File: src/rtl/regbank_pkg.sv
`timescale 1ns/1ps
// Package: shared types for the register bank.
// Assumes all index fields fit in 8 bits (small maps only).
package regbank_pkg;

    typedef enum logic [1:0] {
        RGN_NONE,
        RGN_CFG,
        RGN_STS,
        RGN_GRP
    } region_e;

    typedef struct packed {
        region_e    region;
        logic [7:0] idx;      // register or group number within the region
        logic [7:0] byte_sel; // byte within a wide group, 0 = lowest address
    } decode_t;

endpackage

File: src/rtl/regbank_decode.sv
`timescale 1ns/1ps
// Module: regbank_decode
// Maps a host byte address to region, register/group index and byte lane.
// Assumes the regions do not overlap and that configuration starts at 0.
module regbank_decode
    import regbank_pkg::*;
#(
    parameter int ADDR_W    = 6,
    parameter int NUM_CFG   = 4,
    parameter int NUM_STS   = 2,
    parameter int STS_BASE  = 16,
    parameter int NUM_GRP   = 2,
    parameter int GRP_BYTES = 3,
    parameter int GRP_BASE  = 32
) (
    input  logic [ADDR_W-1:0] addr,
    output decode_t           dec
);
    localparam logic [ADDR_W-1:0] CFG_END_A  = ADDR_W'(NUM_CFG);
    localparam logic [ADDR_W-1:0] STS_BASE_A = ADDR_W'(STS_BASE);
    localparam logic [ADDR_W-1:0] STS_END_A  = ADDR_W'(STS_BASE + NUM_STS);
    localparam logic [ADDR_W-1:0] GRP_BASE_A = ADDR_W'(GRP_BASE);
    localparam logic [ADDR_W-1:0] GRP_END_A  = ADDR_W'(GRP_BASE + NUM_GRP * GRP_BYTES);
    localparam logic [ADDR_W-1:0] GB_A       = ADDR_W'(GRP_BYTES);

    logic [ADDR_W-1:0] grp_off;

    // Offset of the address inside the wide-group window.
    always_comb grp_off = addr - GRP_BASE_A;

    // Region and index decode.
    always_comb begin
        dec = '{region: RGN_NONE, idx: 8'h00, byte_sel: 8'h00};
        if (addr < CFG_END_A) begin
            dec.region = RGN_CFG;
            dec.idx    = 8'(addr);
        end else if (addr >= STS_BASE_A && addr < STS_END_A) begin
            dec.region = RGN_STS;
            dec.idx    = 8'(addr - STS_BASE_A);
        end else if (addr >= GRP_BASE_A && addr < GRP_END_A) begin
            dec.region   = RGN_GRP;
            dec.idx      = 8'(grp_off / GB_A);
            dec.byte_sel = 8'(grp_off % GB_A);
        end
    end

endmodule

File: src/rtl/regbank_cfg.sv
`timescale 1ns/1ps
// Module: regbank_cfg
// Configuration byte storage with per-register defaults and a write mask
// that keeps don't-care bits at zero. Assumes one write per cycle.
module regbank_cfg #(
    parameter int         NUM_CFG  = 4,
    parameter logic [7:0] WMASK    = 8'h7F,
    parameter logic [7:0] DEF_BASE = 8'h40
) (
    input  logic                 clk,
    input  logic                 rst_n,
    input  logic                 wr_en,
    input  logic [7:0]           wr_idx,
    input  logic [7:0]           wdata,
    output logic [NUM_CFG*8-1:0] cfg_flat
);
    for (genvar i = 0; i < NUM_CFG; i++) begin : g_cfg
        localparam logic [7:0] DEF = (DEF_BASE + 8'(i)) & WMASK;
        logic [7:0] reg_q;

        // Load default on reset, full masked byte on a matching write.
        always_ff @(posedge clk) begin
            if (!rst_n)
                reg_q <= DEF;
            else if (wr_en && wr_idx == 8'(i))
                reg_q <= wdata & WMASK;
        end

        assign cfg_flat[i*8 +: 8] = reg_q;
    end

endmodule

File: src/rtl/regbank_sts.sv
`timescale 1ns/1ps
// Module: regbank_sts
// Sticky status flags set by core events and cleared by write-one.
// A shadow copy follows the flags except while a host read is strobed.
// Assumes an event wins over a clear that lands in the same cycle.
module regbank_sts #(
    parameter int NUM_STS = 2
) (
    input  logic                 clk,
    input  logic                 rst_n,
    input  logic [NUM_STS*8-1:0] evt,
    input  logic                 clr_en,
    input  logic [7:0]           clr_idx,
    input  logic [7:0]           clr_data,
    input  logic                 rd_busy,
    output logic [NUM_STS*8-1:0] flags,
    output logic [NUM_STS*8-1:0] shadow
);
    for (genvar k = 0; k < NUM_STS; k++) begin : g_sts
        logic [7:0] flag_q;
        logic [7:0] shad_q;
        logic [7:0] clr_bits;

        // Bits the host asks to clear in this byte.
        always_comb clr_bits = (clr_en && clr_idx == 8'(k)) ? clr_data : 8'h00;

        // Sticky flags: clear first, then OR in events so set wins.
        always_ff @(posedge clk) begin
            if (!rst_n)
                flag_q <= 8'h00;
            else
                flag_q <= (flag_q & ~clr_bits) | evt[k*8 +: 8];
        end

        // Shadow follows flags whenever no read is in progress.
        always_ff @(posedge clk) begin
            if (!rst_n)
                shad_q <= 8'h00;
            else if (!rd_busy)
                shad_q <= flag_q;
        end

        assign flags[k*8 +: 8]  = flag_q;
        assign shadow[k*8 +: 8] = shad_q;
    end

endmodule

File: src/rtl/regbank_grp.sv
`timescale 1ns/1ps
// Module: regbank_grp
// Wide registers built from consecutive bytes. Writes are staged in
// ascending byte order and committed on the highest byte; any other access
// aborts the sequence. A read of byte 0 snapshots the whole value for the
// following byte reads until the top byte is read or the host leaves.
// Assumes acc_wr and acc_rd are never high together.
module regbank_grp #(
    parameter int NUM_GRP   = 2,
    parameter int GRP_BYTES = 3
) (
    input  logic                           clk,
    input  logic                           rst_n,
    input  logic                           acc_wr,
    input  logic                           acc_rd,
    input  logic                           is_grp,
    input  logic [7:0]                     grp_idx,
    input  logic [7:0]                     byte_idx,
    input  logic [7:0]                     wdata,
    output logic [NUM_GRP*GRP_BYTES*8-1:0] grp_flat,
    output logic [7:0]                     rd_byte
);
    localparam int         GW   = GRP_BYTES * 8;
    localparam logic [7:0] LAST = 8'(GRP_BYTES - 1);
    localparam bit         MULTI = (GRP_BYTES > 1);

    logic [GRP_BYTES-1:0][7:0] commit_q [NUM_GRP];
    logic [GRP_BYTES-1:0][7:0] stage_q;
    logic [GRP_BYTES-1:0][7:0] commit_val;
    logic [GRP_BYTES-1:0][7:0] sel_commit;
    logic [GRP_BYTES-1:0][7:0] snap_q;
    logic                      seq_act_q;
    logic [7:0]                seq_grp_q;
    logic [7:0]                seq_next_q;
    logic                      frz_act_q;
    logic [7:0]                frz_grp_q;
    logic                      any_acc;
    logic                      seq_cont;
    logic                      commit_en;
    logic                      frz_hit;

    // Handy access qualifiers.
    always_comb begin
        any_acc   = acc_wr | acc_rd;
        seq_cont  = acc_wr && is_grp && seq_act_q && grp_idx == seq_grp_q
                    && byte_idx == seq_next_q;
        commit_en = acc_wr && is_grp && byte_idx == LAST && (!MULTI || seq_cont);
        frz_hit   = frz_act_q && frz_grp_q == grp_idx && byte_idx != 8'h00;
    end

    // Value to commit: staged lower bytes plus the incoming top byte.
    always_comb begin
        for (int b = 0; b < GRP_BYTES; b++)
            commit_val[b] = (8'(b) == LAST) ? wdata : stage_q[b];
    end

    // Committed value of the addressed group.
    always_comb begin
        sel_commit = '0;
        for (int g = 0; g < NUM_GRP; g++)
            if (grp_idx == 8'(g))
                sel_commit = commit_q[g];
    end

    // Write-sequence tracker: start on byte 0, advance in order, abort otherwise.
    always_ff @(posedge clk) begin
        if (!rst_n) begin
            seq_act_q  <= 1'b0;
            seq_grp_q  <= 8'h00;
            seq_next_q <= 8'h00;
            stage_q    <= '0;
        end else if (any_acc) begin
            if (acc_wr && is_grp && byte_idx == 8'h00) begin
                stage_q[0] <= wdata;
                seq_act_q  <= MULTI;
                seq_grp_q  <= grp_idx;
                seq_next_q <= 8'h01;
            end else if (seq_cont) begin
                for (int b = 1; b < GRP_BYTES; b++)
                    if (byte_idx == 8'(b))
                        stage_q[b] <= wdata;
                seq_next_q <= seq_next_q + 8'h01;
                if (byte_idx == LAST)
                    seq_act_q <= 1'b0;
            end else begin
                seq_act_q <= 1'b0;
            end
        end
    end

    // Committed storage, one slot per group.
    for (genvar g = 0; g < NUM_GRP; g++) begin : g_commit
        always_ff @(posedge clk) begin
            if (!rst_n)
                commit_q[g] <= '0;
            else if (commit_en && grp_idx == 8'(g))
                commit_q[g] <= commit_val;
        end
        assign grp_flat[g*GW +: GW] = commit_q[g];
    end

    // Read freeze: snapshot on byte 0, release on top byte or foreign access.
    always_ff @(posedge clk) begin
        if (!rst_n) begin
            frz_act_q <= 1'b0;
            frz_grp_q <= 8'h00;
            snap_q    <= '0;
        end else if (acc_rd && is_grp && byte_idx == 8'h00) begin
            frz_act_q <= MULTI;
            frz_grp_q <= grp_idx;
            snap_q    <= sel_commit;
        end else if (any_acc && !(is_grp && grp_idx == frz_grp_q)) begin
            frz_act_q <= 1'b0;
        end else if (acc_rd && is_grp && byte_idx == LAST) begin
            frz_act_q <= 1'b0;
        end
    end

    // Byte presented for a read: snapshot while frozen, committed otherwise.
    always_comb begin
        rd_byte = 8'h00;
        for (int b = 0; b < GRP_BYTES; b++)
            if (byte_idx == 8'(b))
                rd_byte = frz_hit ? snap_q[b] : sel_commit[b];
    end

endmodule

File: src/rtl/regbank_top.sv
`timescale 1ns/1ps
// Module: regbank_top
// Byte-wide host register bank: configuration bytes, sticky status bytes
// read through a shadow, and wide values with atomic write and coherent
// read. A write strobe takes precedence over a read strobe in one cycle.
// Read data is registered and holds between reads.
module regbank_top
    import regbank_pkg::*;
#(
    parameter int         ADDR_W    = 6,
    parameter int         NUM_CFG   = 4,
    parameter logic [7:0] CFG_WMASK = 8'h7F,
    parameter logic [7:0] CFG_DEF   = 8'h40,
    parameter int         NUM_STS   = 2,
    parameter int         STS_BASE  = 16,
    parameter int         NUM_GRP   = 2,
    parameter int         GRP_BYTES = 3,
    parameter int         GRP_BASE  = 32
) (
    input  logic                           clk,
    input  logic                           rst_n,
    input  logic [ADDR_W-1:0]              host_addr,
    input  logic                           host_wr,
    input  logic                           host_rd,
    input  logic [7:0]                     host_wdata,
    output logic [7:0]                     host_rdata,
    input  logic [NUM_STS*8-1:0]           sts_evt,
    output logic [NUM_CFG*8-1:0]           cfg_out,
    output logic [NUM_GRP*GRP_BYTES*8-1:0] grp_out
);
    decode_t              dec;
    logic                 acc_wr;
    logic                 acc_rd;
    logic [NUM_STS*8-1:0] sts_flags;
    logic [NUM_STS*8-1:0] sts_shadow;
    logic [7:0]           grp_rd_byte;
    logic [7:0]           rd_mux;
    logic [7:0]           rdata_q;

    // Access qualification: write wins over read.
    always_comb begin
        acc_wr = host_wr;
        acc_rd = host_rd & ~host_wr;
    end

    regbank_decode #(
        .ADDR_W(ADDR_W), .NUM_CFG(NUM_CFG), .NUM_STS(NUM_STS),
        .STS_BASE(STS_BASE), .NUM_GRP(NUM_GRP), .GRP_BYTES(GRP_BYTES),
        .GRP_BASE(GRP_BASE)
    ) decode_i (
        .addr (host_addr),
        .dec  (dec)
    );

    regbank_cfg #(
        .NUM_CFG(NUM_CFG), .WMASK(CFG_WMASK), .DEF_BASE(CFG_DEF)
    ) cfg_i (
        .clk      (clk),
        .rst_n    (rst_n),
        .wr_en    (acc_wr && dec.region == RGN_CFG),
        .wr_idx   (dec.idx),
        .wdata    (host_wdata),
        .cfg_flat (cfg_out)
    );

    regbank_sts #(
        .NUM_STS(NUM_STS)
    ) sts_i (
        .clk      (clk),
        .rst_n    (rst_n),
        .evt      (sts_evt),
        .clr_en   (acc_wr && dec.region == RGN_STS),
        .clr_idx  (dec.idx),
        .clr_data (host_wdata),
        .rd_busy  (host_rd),
        .flags    (sts_flags),
        .shadow   (sts_shadow)
    );

    regbank_grp #(
        .NUM_GRP(NUM_GRP), .GRP_BYTES(GRP_BYTES)
    ) grp_i (
        .clk      (clk),
        .rst_n    (rst_n),
        .acc_wr   (acc_wr),
        .acc_rd   (acc_rd),
        .is_grp   (dec.region == RGN_GRP),
        .grp_idx  (dec.idx),
        .byte_idx (dec.byte_sel),
        .wdata    (host_wdata),
        .grp_flat (grp_out),
        .rd_byte  (grp_rd_byte)
    );

    // Read data selection by region; unmapped addresses read as zero.
    always_comb begin
        rd_mux = 8'h00;
        case (dec.region)
            RGN_CFG: begin
                for (int i = 0; i < NUM_CFG; i++)
                    if (dec.idx == 8'(i))
                        rd_mux = cfg_out[i*8 +: 8];
            end
            RGN_STS: begin
                for (int k = 0; k < NUM_STS; k++)
                    if (dec.idx == 8'(k))
                        rd_mux = sts_shadow[k*8 +: 8];
            end
            RGN_GRP: rd_mux = grp_rd_byte;
            default: rd_mux = 8'h00;
        endcase
    end

    // Registered read data, held between reads.
    always_ff @(posedge clk) begin
        if (!rst_n)
            rdata_q <= 8'h00;
        else if (acc_rd)
            rdata_q <= rd_mux;
    end

    assign host_rdata = rdata_q;

endmodule

File: config.mk
export PLATFORM = sky130hd
export DESIGN_NAME = regbank_top
export DESIGN_NICKNAME = d
export VERILOG_FILES = /design/src/rtl/regbank_pkg.sv /design/src/rtl/regbank_decode.sv /design/src/rtl/regbank_cfg.sv /design/src/rtl/regbank_sts.sv /design/src/rtl/regbank_grp.sv /design/src/rtl/regbank_top.sv
export SDC_FILE = /design/constraint.sdc
export NUM_CORES = 1
export LEC_CHECK = 0
export CORE_ASPECT_RATIO = 1.75
export CORE_UTILIZATION = 55
export CTS_BUF_LIST = sky130_fd_sc_hd__clkbuf_8
export DETAILED_ROUTE_END_ITERATION = 6
export DONT_BUFFER_PORTS = 1
export PLACE_DENSITY = 0.7
export SYNTH_ARGS = -nofsm -noshare
export SYNTH_HDL_FRONTEND = slang
export SYNTH_SLANG_ARGS = --single-unit
export TNS_END_PERCENT = 30
File: constraint.sdc
create_clock -name clk -period 11.8 [get_ports clk]
set_input_delay 1.18 -clock clk [delete_from_list [all_inputs] [get_ports clk]]
set_output_delay 1.18 -clock clk [all_outputs]
set_load 0.005 [all_outputs]
-- After elaboration in Yosys (flattened, before gate mapping)
Memories as Yosys holds them, arrays and structs flattened.
Index checks and enable logic that the tools add are counted.
W data, S select, Z words.
- bits in registers: 134
- bits in latches: 0
- memory bits (writable): 48
- ROM bits: 0
- bits of input ports: 34
- output and inout bits: 88
- logic and storage cells: 130
- memories: 1
- memories (name ; depth ; width ; read ports ; clocked after memory_dff ; wr ports ; line ; RTL):
    grp_i.commit_q ; 2 ; 24 ; 2 ; 0 ; 2 ; regbank_grp.sv:27 ; logic [GRP_BYTES-1:0][7:0] commit_q [NUM_GRP];
- $add $sub $neg: 3
- multipliers: 0
- divide/modulo/power cells: 2
- magnitude comparators: 5
- eq/ne operators: 13
- shifts and indexed selects: 0
- mux-type cells: 39
- bitwise logic cells: 12
- reduce and logical (&&, ||, !) cells: 36
- operators with widths (operator ; number):
    $mux W8 ; 17
    $mux W24 ; 4
    $eq A8 B8 Y1 ; 4
    $logic_and A1 B1 Y1 ; 26
    $eq A8 B2 Y1 const B ; 3
    $pmux W8 S3 ; 1
    $mux W10 ; 2
    $mux W18 ; 1
    $and A8 B8 Y8 ; 2
    $eq A8 B1 Y1 const B ; 2
    $logic_not A8 Y1 ; 2
    $not A8 Y8 ; 2
    $or A8 B8 Y8 ; 2
    $mux W1 ; 13
    $add A8 B1 Y8 const B ; 1
    $div A6 B2 Y8 const B ; 1
    $mod A6 B2 Y8 const B ; 1
    $reduce_bool A8 Y1 ; 1
    $mux W7 ; 1
    $sub A6 B5 Y7 const B ; 1
    $ge A6 B5 Y1 const B ; 1
    $ge A6 B6 Y1 const B ; 1
    $lt A6 B3 Y1 const B ; 1
    $lt A6 B5 Y1 const B ; 1
    13 further kinds ; 19

-- Longest topological paths before layout
Gate-level depths: netlist of the first run.
- depth after elaboration: 16
- gate-level depth with buffers: 26

-- Cells and area by module
A second synthesis of the first run with hierarchy kept.
- cells, all modules: 1024
- area, all modules: 9733.1 um2
- modules (own cells, without submodules) (module ; instances ; cells an instance ; area an instance (um2)):
    regbank_grp ; 1 ; 543 ; 5398.9
    regbank_sts ; 1 ; 125 ; 1255.0
    regbank_cfg ; 1 ; 111 ; 1156.1
    regbank_decode ; 1 ; 161 ; 1062.3
    regbank_top ; 1 ; 84 ; 860.8

-- Worst setup path after synthesis of the first run
Ideal clock, no wire load.
- path kind: input port to flip-flop
- from: in host_addr[5]
- to: mem grp_i.commit_q[1][0] (netlist bit) (enable)
- setup time: 0.473 ns
- arrival time: 8.115 ns
- required time: 11.327 ns
- path slack: 3.212 ns
- cell stages on the path: 25
- cells stage by stage: inv_2 ha_1 buf_4 buf_2 o21ai_0 a21oi_1 a31oi_1 o21ai_0 ha_1 a311oi_1 nor2_1 a21oi_1 inv_1 ha_1 clkbuf_1 a311oi_2 nand4_2 and2_1 nand2b_1 nand4_1 or4_1 buf_2 buf_6 buf_2 o41ai_1
- RTL lines (element ; line ; RTL):
    start: declaration ; regbank_top.sv:22 ; input logic [ADDR_W-1:0] host_addr,
    end: declaration ; regbank_grp.sv:27 ;

==> results of run 1 <==
[cell families (layout without fill, tap and decap cells)]
group	Yosys count	in the layout	synth area share (%)
compound gates	304	304	19.7
mux	50	50	5.24
buf+inv	130	71	5.85
xor+xnor	17	17	1.53
flops	172	172	40.3
fa+ha+maj	8	8	1.03
other cells	1	4	0.0385
simple gates	538	538	26.3
[state kept, by name (all words and copies together), names as in the netlist]
name                flops
grp_i.seq_grp_q         7
sts_i.g_sts.shad_q     16
grp_i.frz_act_q         1
grp_i.snap_q           16
cfg_i.g_cfg.reg_q      28
grp_i.seq_next_q        8
grp_i.frz_grp_q         7
sts_i.g_sts.flag_q     16
grp_i.commit_val       16
host_rdata              8
grp_i.seq_act_q         1
grp_i.commit_q         48
[worst max-delay path: stages]
cell      delay [ns]
inv_2           0.09
ha_1            0.41
o21ai_0         0.23
a21oi_1         0.09
a31oi_1         0.16
o21ai_0         0.11
ha_1            0.29
a311oi_1        0.75
nor2_1          0.16
a21oi_1         0.26
inv_1           0.07
ha_1            0.27
a311oi_2        0.31
nand4_2         0.29
and2_1          0.32
nand2_1         0.09
xnor2_1         0.06
or4_2           0.65
buf_4           0.35
o41ai_2         0.72
buf_4           0.40
[worst max-delay path by stage]
stage               slack, ns    startpoint  depth (start not counted)                                 end
global route             4.09  host_addr[5]                         21  grp_i.commit_q[0][8]$_SDFFCE_PN0P_
CTS                      4.70  host_addr[5]                         21  grp_i.commit_q[0][4]$_SDFFCE_PN0P_
finish                   4.60  host_addr[5]                         21  grp_i.commit_q[0][8]$_SDFFCE_PN0P_
floorplan                3.21  host_addr[5]                         25  grp_i.commit_q[1][0]$_SDFFCE_PN0P_
global placement         4.36  host_addr[5]                         21  grp_i.commit_q[0][1]$_SDFFCE_PN0P_
detailed placement       4.23  host_addr[5]                         21  grp_i.commit_q[0][2]$_SDFFCE_PN0P_
[layer usage]
metal  wire (µm)  up-vias
met4        2630        0
li1            -     4250
met1       10700     4292
met5           0        -
met2       16600      428
met3        2410      137
[cells in the final DEF (no fill, tap or decap), drive strengths merged, types with 9 or more instances in the layout]
| cell type | n |
|---|---|
| mux2i | 45 |
| nand4 | 27 |
| xnor2 | 10 |
| buf | 14 |
| nor3 | 33 |
| nand3 | 68 |
| a211oi | 18 |
| a21o | 9 |
| and3 | 18 |
| nor4 | 18 |
| nand2b | 13 |
| a31oi | 14 |
| or3 | 18 |
| a21oi | 121 |
| inv | 29 |
| edfxtp | 48 |
| clkbuf | 17 |
| nor2 | 132 |
| o211ai | 11 |
| dfxtp | 124 |
| o21ai | 61 |
| nand2 | 171 |
| nor2b | 9 |
[where the power goes]
part | total, W | leakage, nW | switching, W | internal [W]
combinational | 0.000200 | 1.81 | 0.000137 | 0.0000625
sequential | 0.000632 | 1.50 | 0.0000130 | 0.000619
clock | 0.000395 | 0.185 | 0.000212 | 0.000183
total | 0.00123 | 3.50 | 0.000362 | 0.000865
[layout make-up]
class / count / area (µm²)
clock buffer: 17 / 234
clock inverter: 15 / 134
fill: 1672 / 7320
inverter: 25 / 93.8
sequential: 172 / 3920
multi-input combinational: 921 / 5280
timing repair buffer: 14 / 105
tap: 231 / 289
[through the flow]
step | setup slack [ns] | power (W) | cell area (µm²)
after floorplan | 3.21 | 0.000800 | 9750
final | 4.60 | 0.00123 | 10100
after CTS | 4.70 | 0.00122 | 10100
after detailed placement | 4.23 | 0.000840 | 9690
after global placement | 4.36 | 0.000839 | 9690
after global routing | 4.09 | 0.00127 | 10100
==> reports/qor.csv, run 1 <==
metric;value;unit
crit end category;register;
drt via density;6.53;
met1 global-route usage;37.2;%
Yosys reg bits;172;
status;complete, no violations;
DRT Pass-1 Iters;5;
Inserted Clock Buffers;17;
Power per Cell Area;122;mW/mm²
worst skew pair latency;0.47;ns
die area;0.0183;mm²
Yosys top cell area share;25.5;%
top cells by area, synth;dfxtp_1 26%, edfxtp_1 15%, nand2_1 6.6%, a21oi_1 6.2%, nor2_1 5.1%;
CTS tree;built;
syn avg cell area;7.98;µm²
core area;0.0174;mm²
r2r setup slk;7.77;ns
WHS;0.461;ns
Seq/Total Area, Yosys;40.3;%
DRT iter0 DRCs;579;
initial antenna violation count;0;
worst slew pin tran;1.16;ns
Req. time, crit path;11.94;ns
Rows;64;
Setup-failing EPs final;0;
most frequent cell after synthesis;nand2_1;
Post-CTS Hold Buffers;0;
synthesis-to-layout area growth;3.34;%
# H-tree levels;4;
Post-Syn Instances;1220;
PostCTS Resize Cnt;0;
Placed Cells;1363;
Slew Limit Fails;0;
nets;1193;
Yosys warning total;0;
fin cells;1395;
clk slew on worst S/H paths;0.08;ns
RR Endpoint;grp_i.commit_q[0][8]$_SDFFCE_PN0P_;
Routed wire per std cell;23.2;µm
Mapped Area;0.00973;mm²
Hold EP;grp_i.commit_val[3]$_SDFFE_PN0P_;
Post CTS Setup Buffer Count;0;
Routed Antenna Nets;0;
Tmin final;7.20;ns
Worst R2R Start;grp_i.seq_grp_q[2]$_SDFFE_PN0P_;
hold path start;grp_i.commit_val[3]$_SDFFE_PN0P_;
IO buf count;0;
GP Congestion;0.898;
largest area contributor in the netlist;dfxtp_1;
Layout Skew;0.0194;ns
initial core utilization;56.0;%
number of flops mapped to enable cells by yosys;48;
die width;103;µm
drc violations;0;
CTS sink cnt;172;
CP Launch Type;primary input;
Setup CP Type;in2reg;
Slew headroom;22.7;%
worst r2r path cells;9;
final wirelength;32300;µm
hold depth;2;
Synth Flop Type;dfxtp_1;
unrepaired setup endpoints after global routing;false;
Max FO, Critical Path;79;
vias in the first global route;8521;
Peak supply drop;0.105;mV
Leakage;3.50;nW
max-cap viol count;0;
GRT busiest layer;met2;
fmax;139;MHz
met3 usage;8.74;%
Critical Path AT;7.34;ns
Final Cycle Share;61.0;%
Netlist cell types;78;
Post-DP HPWL;23400;µm
Bufs on Longest Clock Path;2;
final hold vios;0;
Die Height;178;µm
gr usage total;36.3;%
Synth top cells by count;171 x nand2_1, 132 x nor2_1, 124 x dfxtp_1;
ys async rst share;0;%
largest net degree at the start of global routing;80;
Layout Utilization;57.9;%
Hold Crit Class;reg2reg;
grt total ovfl;0;
first-pass GRT wire length;49000;µm
TNS Setup;0;ns
met2 GRT Util;62.1;%
Antenna Cells;0;
share of cells above drive strength 1;6.19;%
io pins;122;
clock root cell;clkbuf_8;
via count;9107;
(Power assumes the default switching activity.)
==> run 2: changes to the inputs <==
==> constraint.sdc (replaced) <==
create_clock -name clk -period 6.7 [get_ports clk]
set_input_delay 0.67 -clock clk [delete_from_list [all_inputs] [get_ports clk]]
set_output_delay 0.67 -clock clk [all_outputs]
set_load 0.005 [all_outputs]
==> run 2 against run 1 <==
Compared with the run above: total power grew 84%; sequential cell count unchanged; sequential share of layout area down 0.84 points; critical path type unchanged; critical endpoint is now grp_i.commit_q[1][5]$_SDFFCE_PN0P_.
==> reports/qor.csv, run 2 (synthesis gave the netlist of run 1 again) <==
metric;value;unit
DRT Pass-1 Iters;5;
Largest Register;grp_i.commit_q;
combinational power share;16.2;%
fmax;180;MHz
final wirelength;31000;µm
most frequent cells in the layout;170 x nand2_1, 131 x nor2_1, 124 x dfxtp_1;
clock root cell;clkbuf_8;
Antenna Cells;0;
Tmin final;5.55;ns
Critical Path AT;5.71;ns
commonest non-fill, non-tap cell in the layout;nand2_1;
DRT iter0 DRCs;624;
first-pass GRT wire length;46500;µm
worst slew pin tran;1.01;ns
Clk pwr share;34.6;%
Req. time, crit path;6.87;ns
TNS Setup;0;ns
Die Height;178;µm
Final Cycle Share;82.8;%
# H-tree levels;4;
worst skew pair latency;0.47;ns
Hold Crit Class;in2reg;
Inserted Clock Buffers;17;
core area;0.0174;mm²
Int Power;0.00162;W
Power per Cell Area;219;mW/mm²
PostCTS Resize Cnt;0;
largest net degree at the start of global routing;63;
Layout Utilization;59.2;%
Slew Limit Fails;0;
Leakage;3.64;nW
gr usage total;34.5;%
share of cells above drive strength 1;7.39;%
die width;103;µm
unrepaired setup endpoints after global routing;false;
IO buf count;0;
Max FO, Critical Path;34;
drt via density;6.42;
Setup CP Type;in2reg;
Peak supply drop;0.274;mV
CTS sink cnt;172;
via count;9047;
Routed wire per std cell;22.0;µm
status;complete, no violations;
Rows;64;
Routed Antenna Nets;0;
Flop pwr share;49.2;%
final hold vios;0;
Setup-failing EPs final;0;
Switching Fraction;28.2;%
drc violations;0;
largest registers;grp_i.commit_q x48, cfg_i.g_cfg.reg_q x28;
synthesis-to-layout area growth;5.62;%
nets;1207;
initial antenna violation count;0;
worst-path cell chain;inv_2, ha_1, o21ai_0, a21oi_1, a31oi_1, o21ai_0, ha_1, a311oi_1, buf_4, nor2_1, a21oi_1, inv_1, ha_1, a311oi_2, nand4_2, and2_1, nand2b_1, nand4_1, or4_2, o41ai_4, buf_4;
max reg flops;48;
Post CTS Setup Buffer Count;0;
max-cap viol count;0;
die area;0.0183;mm²
io pins;122;
vias in the first global route;8259;
crit end category;register;
Switching Power;0.000635;W
clk slew on worst S/H paths;0.08;ns
Bufs on Longest Clock Path;2;
CTS tree;built;
Post-DP HPWL;22800;µm
grt total ovfl;0;
Post-CTS Hold Buffers;0;
cell mode on critical path;ha_1;
fillcell total;1628;
initial core utilization;56.0;%
Slew headroom;32.4;%
max incr delay on CP;0.91;ns
critical path's slowest cell;or4_2;
Layout Skew;0.0110;ns
GP Congestion;0.949;
CP Launch Type;primary input;
## run 2: changes by cell type in the layout (fill, tap and decap cells not counted), sizes merged
cell      delta
buf         +14
bufinv       +2
clkbuf       +1
clkinv       +2
clkinvlp     -5
## run 2: area by class of cell
class                   instances  area [µm²]  area share, %
clock inverters                14         178           1.73
multi-input cells             921        5310           51.7
flip-flops and latches        172        3920           38.2
well taps                     231         289           2.81
clock buffers                  18         248           2.41
inverters                      25        93.8          0.913
repair buffers                 28         235           2.29
## run 2: critical path: cells and delay by family
family                   cells  cell delay, ns
AO/OA/AOI/OAI                8            1.76
adder cells (fa/ha/maj)      3            0.87
buffers and inverters        4            0.68
AND/OR/NAND/NOR              6            1.73
## run 2: power groups by stage
stage	Sequential (W)	Clock (W)	Combinational [W]
2_1_floorplan	0.00113	0	0.000284
3_3_place_gp	0.00113	0	0.000356
3_5_place_dp	0.00113	0	0.000358
4_1_cts	0.00111	0.000788	0.000359
5_1_grt	0.00111	0.000829	0.000392
6_report	0.00111	0.000780	0.000365
## run 2: path summary, 6_finish.rpt
kind	slack, ns	start	depth (start not counted)	end
setup / recovery	1.15	host_addr[5]	21	grp_i.commit_q[1][5]$_SDFFCE_PN0P_
hold / removal	0.27	rst_n	1	cfg_i.g_cfg[3].reg_q[1]$_SDFFE_PN1P_
setup reg to reg	3.36	grp_i.seq_grp_q[2]$_SDFFE_PN0P_	8	grp_i.commit_q[1][5]$_SDFFCE_PN0P_
hold reg to reg	0.46	grp_i.snap_q[13]$_SDFFE_PN0P_	2	grp_i.snap_q[13]$_SDFFE_PN0P_
## run 2: metal layers
| layer | vias up | GRT usage [%] | share of wire [%] |
|---|---|---|---|
| met5 | - | 0 | 0 |
| met4 | 0 | 21.4 | 6.1 |
| met3 | 108 | 9.05 | 7.7 |
| met2 | 420 | 62.0 | 53 |
| met1 | 4252 | 34.3 | 33 |
| li1 | 4267 | - | - |
## run 2: per-stage QoR
| step | total power [W] | cells | hold WS [ns] | area, µm² | worst slack, ns |
|---|---|---|---|---|---|
| floorplan | 0.00141 | 1223 | 0.434 | 9770 | -0.216 |
| global placement | 0.00149 | 1377 | 0.439 | 9860 | 0.839 |
| detailed placement | 0.00149 | 1377 | 0.450 | 9860 | 0.737 |
| CTS | 0.00226 | 1409 | 0.255 | 10300 | 1.21 |
| global route | 0.00233 | 1409 | 0.249 | 10300 | 0.743 |
| finish | 0.00226 | 1409 | 0.271 | 10300 | 1.15 |
